**src/rtl/cascade_hit_pkg.sv**
```systemverilog
package cascade_hit_pkg;

  typedef enum logic [1:0] {
    SPAN_DEV       = 2'b00,
    SPAN_BLK       = 2'b01,
    SPAN_MULTI     = 2'b10,
    SPAN_MULTI_ALT = 2'b11
  } span_e;

  typedef struct packed {
    logic vld;
    logic win;
    logic dflt;
  } res_t;

  // Bits strictly below pos are the higher-priority neighbours.
  function automatic logic [31:0] up_mask(input int unsigned pos);
    return (32'd1 << pos) - 32'd1;
  endfunction

  function automatic logic span_uses_peers(input logic [1:0] span);
    return span != SPAN_DEV;
  endfunction

  function automatic logic span_uses_blocks(input logic [1:0] span);
    return span[1];
  endfunction

endpackage

```
**src/rtl/hit_capture.sv**
```systemverilog
module hit_capture (
  input  logic clk,
  input  logic rst_n,
  input  logic srch_vld_i,
  input  logic loc_hit_i,
  output logic vld_q,
  output logic hit_q
);
  always_ff @(posedge clk or negedge rst_n) begin
    if (!rst_n) begin
      vld_q <= 1'b0;
      hit_q <= 1'b0;
    end else begin
      vld_q <= srch_vld_i;
      hit_q <= srch_vld_i & loc_hit_i;
    end
  end
endmodule

```
**src/rtl/arb_decide.sv**
```systemverilog
module arb_decide
  import cascade_hit_pkg::*;
#(
  parameter int unsigned PEER_W  = 7,
  parameter int unsigned BLKIO_W = 3,
  parameter int unsigned DEV_POS = 0,
  parameter int unsigned BLK_POS = 0,
  parameter bit          IS_LAST = 1'b0
) (
  input  logic               vld_q,
  input  logic               hit_q,
  input  logic [PEER_W-1:0]  peer_hit_i,
  input  logic [BLKIO_W-1:0] blk_hit_i,
  input  logic [1:0]         span_i,
  output logic               up_peer_any,
  output logic               up_blk_any,
  output logic               blk_any,
  output logic               dec_win,
  output logic               dec_dflt
);
  localparam logic [PEER_W-1:0]  P_MASK = PEER_W'(up_mask(DEV_POS));
  localparam logic [BLKIO_W-1:0] B_MASK = BLKIO_W'(up_mask(BLK_POS));

  logic raw_peer;
  logic raw_blk;
  logic blocked;

  always_comb begin
    raw_peer    = |(peer_hit_i & P_MASK);
    raw_blk     = |(blk_hit_i & B_MASK);
    up_peer_any = raw_peer & span_uses_peers(span_i);
    up_blk_any  = raw_blk & span_uses_blocks(span_i);
    blocked     = up_peer_any | up_blk_any;
    blk_any     = hit_q | raw_peer;
    dec_win     = vld_q & hit_q & ~blocked;
  end

  generate
    if (IS_LAST) begin : g_last
      assign dec_dflt = vld_q & ~hit_q & ~blocked;
    end else begin : g_mid
      assign dec_dflt = 1'b0;
    end
  endgenerate
endmodule

```
**src/rtl/result_delay.sv**
```systemverilog
module result_delay
  import cascade_hit_pkg::*;
#(
  parameter int unsigned MAX_LAT = 3,
  localparam int unsigned LAT_W  = (MAX_LAT < 1) ? 1 : $clog2(MAX_LAT + 1)
) (
  input  logic             clk,
  input  logic             rst_n,
  input  res_t             res_i,
  input  logic [LAT_W-1:0] lat_i,
  output res_t             res_o
);
  res_t stg [MAX_LAT+1];
  logic [LAT_W-1:0] sel;

  always_ff @(posedge clk or negedge rst_n) begin
    if (!rst_n) stg[0] <= '0;
    else        stg[0] <= res_i;
  end

  generate
    for (genvar i = 1; i <= MAX_LAT; i++) begin : g_stage
      always_ff @(posedge clk or negedge rst_n) begin
        if (!rst_n) stg[i] <= '0;
        else        stg[i] <= stg[i-1];
      end
    end
  endgenerate

  always_comb begin
    sel   = (lat_i > LAT_W'(MAX_LAT)) ? LAT_W'(MAX_LAT) : lat_i;
    res_o = stg[sel];
  end
endmodule

```
**src/rtl/cascade_hit_arb.sv**
```systemverilog
module cascade_hit_arb
  import cascade_hit_pkg::*;
#(
  parameter int unsigned DEVS_PER_BLK = 8,
  parameter int unsigned NUM_BLKS     = 4,
  parameter int unsigned DEV_POS      = 6,
  parameter int unsigned BLK_POS      = 3,
  parameter bit          IS_LAST      = 1'b1,
  parameter int unsigned MAX_LAT      = 3,
  localparam int unsigned PEER_W  = DEVS_PER_BLK - 1,
  localparam int unsigned BLKIO_W = NUM_BLKS - 1,
  localparam int unsigned LAT_W   = (MAX_LAT < 1) ? 1 : $clog2(MAX_LAT + 1)
) (
  input  logic               clk,
  input  logic               rst_n,
  input  logic               srch_vld_i,
  input  logic               loc_hit_i,
  input  logic [PEER_W-1:0]  peer_hit_i,
  input  logic [BLKIO_W-1:0] blk_hit_i,
  input  logic [1:0]         span_i,
  input  logic [LAT_W-1:0]   lat_i,
  output logic [1:0]         dev_hit_o,
  output logic [BLKIO_W-1:0] blk_hit_o,
  output logic               win_o,
  output logic               dflt_o,
  output logic               done_o
);
  // Named internal events, visible to the bound checker.
  logic vld_q;
  logic hit_q;
  logic up_peer_any;
  logic up_blk_any;
  logic blk_any;
  logic dec_win;
  logic dec_dflt;
  res_t dec_res;
  res_t out_res;

  hit_capture u_cap (
    .clk        (clk),
    .rst_n      (rst_n),
    .srch_vld_i (srch_vld_i),
    .loc_hit_i  (loc_hit_i),
    .vld_q      (vld_q),
    .hit_q      (hit_q)
  );

  arb_decide #(
    .PEER_W  (PEER_W),
    .BLKIO_W (BLKIO_W),
    .DEV_POS (DEV_POS),
    .BLK_POS (BLK_POS),
    .IS_LAST (IS_LAST)
  ) u_dec (
    .vld_q       (vld_q),
    .hit_q       (hit_q),
    .peer_hit_i  (peer_hit_i),
    .blk_hit_i   (blk_hit_i),
    .span_i      (span_i),
    .up_peer_any (up_peer_any),
    .up_blk_any  (up_blk_any),
    .blk_any     (blk_any),
    .dec_win     (dec_win),
    .dec_dflt    (dec_dflt)
  );

  always_comb begin
    dec_res.vld  = vld_q;
    dec_res.win  = dec_win;
    dec_res.dflt = dec_dflt;
  end

  result_delay #(
    .MAX_LAT (MAX_LAT)
  ) u_dly (
    .clk   (clk),
    .rst_n (rst_n),
    .res_i (dec_res),
    .lat_i (lat_i),
    .res_o (out_res)
  );

  assign dev_hit_o = {2{hit_q}};
  assign blk_hit_o = {BLKIO_W{blk_any}};
  assign win_o     = out_res.win;
  assign dflt_o    = out_res.dflt;
  assign done_o    = out_res.vld;
endmodule

```
**config.mk**
```make
export PLATFORM = sky130hd
export DESIGN_NAME = cascade_hit_arb
export DESIGN_NICKNAME = d
export VERILOG_FILES = /design/src/rtl/cascade_hit_pkg.sv /design/src/rtl/hit_capture.sv /design/src/rtl/arb_decide.sv /design/src/rtl/result_delay.sv /design/src/rtl/cascade_hit_arb.sv
export SDC_FILE = /design/constraint.sdc
export NUM_CORES = 1
export LEC_CHECK = 0
export BUFFER_PORTS_ARGS = -buffer_cell sky130_fd_sc_hd__buf_2
export CAP_MARGIN = 20
export CORE_MARGIN = 2
export CORE_UTILIZATION = 42
export CTS_BUF_LIST = sky130_fd_sc_hd__clkbuf_16
export CTS_CLUSTER_DIAMETER = 120
export DETAILED_ROUTE_END_ITERATION = 7
export PLACE_DENSITY = 0.83
export SLEW_MARGIN = 10
export SYNTH_ARGS = -nofsm -noshare
export SYNTH_HDL_FRONTEND = slang
export SYNTH_SLANG_ARGS = --single-unit
```
**constraint.sdc**
```tcl
create_clock -name clk -period 1.7 [get_ports clk]
set_input_delay 0.085 -clock clk [delete_from_list [all_inputs] [get_ports clk]]
set_output_delay 0.085 -clock clk [all_outputs]
set_load 0.05 [all_outputs]
```
### After elaboration in Yosys (flattened, before gate mapping)

Cells that the tools add are included.
Widths: inputs -> output; s select.

| word-level totals | value |
|---|---|
| input port bits | 18 |
| word-level logic and storage cells | 35 |
| register bits after elaboration | 14 |
| output and inout port bits | 8 |

| cells by class | value |
|---|---|
| magnitude comparators | 2 |
| mux-type cells | 4 |
| bitwise logic cells | 12 |
| reductions and logical operators | 3 |

Operator list:

| kind | number |
|---|---|
| $and 1x1->1 | 7 |
| $bmux 3 s2 | 1 |
| $mux 3 | 2 |
| $reduce_or 6->1 | 1 |
| $ge 3x3->1 const B | 1 |
| $not 2->3 | 1 |
| $reduce_or 3->1 | 1 |
| $gt 2x2->1 const B | 1 |
| $mux 2 | 1 |
| $not 1->1 | 2 |
| $or 1x1->1 | 2 |
| $reduce_bool 2->1 | 1 |

### Logic depth before layout (Yosys ltp)

| depth | value |
|---|---|
| depth after elaboration | 6 |
| depth in mapped cells | 3 |
| mapped depth without buffers | 2 |

### Hierarchy

From an unflattened synthesis, not the netlist that was laid out.

| unflattened totals | value |
|---|---|
| cells, all modules | 31 |
| area, all modules | 551.8 sq um |

Modules (own cells, without submodules):

| module | sequential area each (sq um) | times used | area an instance (sq um) | cells each |
|---|---|---|---|---|
| result_delay | 300.3 | 1 | 379.1 | 15 |
| arb_decide | 0.0 | 1 | 78.8 | 8 |
| hit_capture | 50.0 | 1 | 56.3 | 3 |
| cascade_hit_arb | 0.0 | 1 | 37.5 | 5 |

### Worst setup path before layout

Ideal clock, no wire load.

| timing path | value |
|---|---|
| kind | input to output |
| start | in peer_hit_i[1] |
| end | out blk_hit_o[0] |
| path slack | 355 ps |
| data arrival time | 1260 ps |
| data required time | 1615 ps |
| stages on the path | 3 |
| buffers on the path | 1 |
| path through | or4_4 -> or4_1 -> buf_4 |

| on the way | value |
|---|---|
| cells in the longest elaborated chain, start to end | 2 |

Ends and longest elaborated chain:

| what | line | source |
|---|---|---|
| start, declared | cascade_hit_arb.sv:18 | `input logic [PEER_W-1:0] peer_hit_i,` |
| $reduce_or 6->1 | arb_decide.sv:29 | `raw_peer = \|(peer_hit_i & P_MASK);` |
| $or 1x1->1 | arb_decide.sv:34 | `blk_any = hit_q \| raw_peer;` |
| end, declared | cascade_hit_arb.sv:23 | `output logic [BLKIO_W-1:0] blk_hit_o,` |

No other way between the ends.

### Worst setup path after layout

| timing path | value |
|---|---|
| start | reg u_cap.hit_q |
| end | out blk_hit_o[0] |

| on the way | value |
|---|---|
| cells in the longest elaborated chain, start to end | 1 |

Ends and longest elaborated chain:

| what | line | source |
|---|---|---|
| start, declared | hit_capture.sv:7 | `output logic hit_q` |
| start signal, assigned | hit_capture.sv:15 | `hit_q <= srch_vld_i & loc_hit_i;` |
| $or 1x1->1 | arb_decide.sv:34 |  |

No other way between the ends.

==> results.md <==
* Wire per inst at 13.11 um
* Total clock sinks at 14
* Crit end category: output port
* Hold Path Class: in2reg
* CP peak stage delay at 0.57 ns
* WS Path Type: reg2out
* Depth of the worst hold-timing path at 2
* CTS tree: yes
* Die height at 40.08 um
* #FFs+latches synth at 14
* Global-route wire length before repair at 1449 um
* Cts bufs inserted at 3
* Gp weighted congestion at 0.6470
* Leak pwr at 0.3624 nW
* Routed Antenna Nets at 0
* Via density at 5.153
* GRT Resource Usage Total at 14.86%
* Buf+Inv Stages, Crit Path at 1
* Bufs on Longest Clock Path at 2
* Final #Nets at 76
* Clock-pin slew on the worst setup and hold paths at 0.04 ns
* Minimum clock period at 1.555 ns
* Worst Path Max Fanout at 7
* Inserted Diodes at 0
* Worst VDD drop at 0.5265 mV
* Max-cap violations at 0
* DRC errors left at 0
* Endpoints failing hold at 0
* Area grow syn2layout at 36.61%
* Most common cell after layout, fill and taps aside: buf_2
* Yosys warnings at 0
* Most frequent cells in the layout: buf_2, dfrtp_1, mux4_2, clkbuf_16
* Die area at 1606 sq um
* Post-Syn Area at 546.8 sq um
* CP max-delay cell: or4_1
* Ports at 26
* H-tree levels at 1
* Crit share post-route at 91.50%
* RSZ-0062 raised after global routing: false
* Postcts setup bufs at 0
* Post-CTS sizing at 0
* Sequential share of the synthesized area at 64.07%
* Worst slew pin tran at 0.2892 ns
* Critical Path, Cell by Cell: or4_1 -> buf_2
* Total gr overflow at 0
* Power density over cell area at 1162 nW/um^2
* Initial core utilization at 43.66%
* Initial antenna violation count at 0
* Number of global-route vias before repair at 353
* CP top delay family: simple AND/OR/NAND/NOR gates
* Clk Latency, worst-skew pair at 0.24 ns
* Cell count along the critical path at 2
* I/O Buffers at 24
* Crit path arrival time at 1.47 ns
* Fmax at 0.6429 GHz
* Setup_tns at 0 ns
* Filler cell count in the final layout at 93
* Final wirelength at 944 um
* Library cells used by synthesis at 10
* Initial DRC Count at 5
* Status: complete, no violations
* Core ar. at 1252 sq um
* Synth Area per Inst at 17.09 sq um
* Syn Inst Count at 32
* First drt pass iteration count at 2
* Core Util, Final at 59.64%
* Syn nets at 50
* Clk_skew at 0.001725 ns
* Via Count at 371
* Cts hold-fix bufs at 2
* Data required, critical path at 1.62 ns
* Row cnt at 13
* Slew headroom at 80.72%
* Layout cells sized above 1 at 57.89%
* Horiz. Die Dim at 40.08 um
* Setup crit start kind: flip-flop
* HPWL Detailed at 743 um
* Reg2Reg Depth at 2
* Largest net degree at the start of global routing at 15
* Pins Over Slew Limit at 0
* Setup-failing EPs final at 0
* CTS root buffer: clkbuf_16
[final timing paths]
path                            slack [ns]    startpoint           end
worst max-delay path                  0.14   u_cap.hit_q  blk_hit_o[0]
worst min-delay path                  0.06     loc_hit_i   u_cap.hit_q
worst max register to register        0.29   u_cap.hit_q  u_dly.stg[9]
worst min register to register        0.37  u_dly.stg[5]  u_dly.stg[2]
max in group asynchronous             1.21         rst_n  u_dly.stg[0]
min in group asynchronous             0.27         rst_n   u_cap.vld_q
[through the flow]
step	instances	cell area, sq um	hold WS, ns	setup WS (ns)	power (mW)
3_3_place_gp	66	648.1	-0.02175	0.2295	0.4359
3_5_place_dp	66	648.1	-0.01432	0.2190	0.4393
6_report	72	747.0	0.05583	0.1445	0.8681
4_1_cts	72	747.0	0.05720	0.1392	0.8792
5_1_grt	72	747.0	0.06729	0.07835	0.9097
2_1_floorplan	32	546.8	-0.2106	0.3546	0.4054
[Yosys cell counts]
master / number / area [sq um]
or4_4: 1 / 11.26
or4b_2: 2 / 20.02
o31ai_1: 2 / 15.01
mux4_2: 3 / 67.56
or4bb_1: 2 / 22.52
o31a_1: 1 / 8.760
or4_1: 1 / 7.510
buf_4: 5 / 37.54
dfrtp_1: 14 / 350.3
and2_1: 1 / 6.260
[state kept, by name, indices dropped and copies added (netlist names)]
name	cells
u_cap.hit_q	1
u_dly.stg	12
u_cap.vld_q	1
[per-layer routing]
layer | up-vias | wire length (um) | share of wire (%) | track usage (%)
met2 | 23 | 505 | 53 | 26.61
met3 | 0 | 104 | 11 | 6.667
met5 | - | 0 | 0 | 0
met4 | 0 | 0 | 0 | 5.172
met1 | 181 | 333 | 35 | 15.02
li1 | 167 | - | - | -
[where the power goes]
group,switching [mW],total [mW],leakage [nW],internal [mW]
Combinational,0.0477,0.0823,0.143,0.0346
Sequential,0.00752,0.354,0.181,0.347
Clock,0.122,0.431,0.0385,0.310
Total,0.177,0.868,0.362,0.691
[cells by family after synthesis]
| logic type | count (synthesis) | share of synthesized area [%] |
|---|---|---|
| multiplexers | 3 | 12.36 |
| buffers and inverters | 5 | 6.866 |
| AND/OR/NAND/NOR | 7 | 12.36 |
| flip-flops | 14 | 64.07 |
| AO/OA/AOI/OAI | 3 | 4.347 |
[final cells by class]
cell class                      count  area [sq um]  area share (%)
Sequential cell                    14         350.3           46.90
Multi-Input combinational cell     13         158.9           21.27
Clock buffer                        3         75.07           10.05
Clock inverter                      1         3.754          0.5025
Timing Repair Buffer               26         140.1           18.76
Tap cell                           15         18.77           2.513
Note: power is estimated with default switching activity, not from simulation.
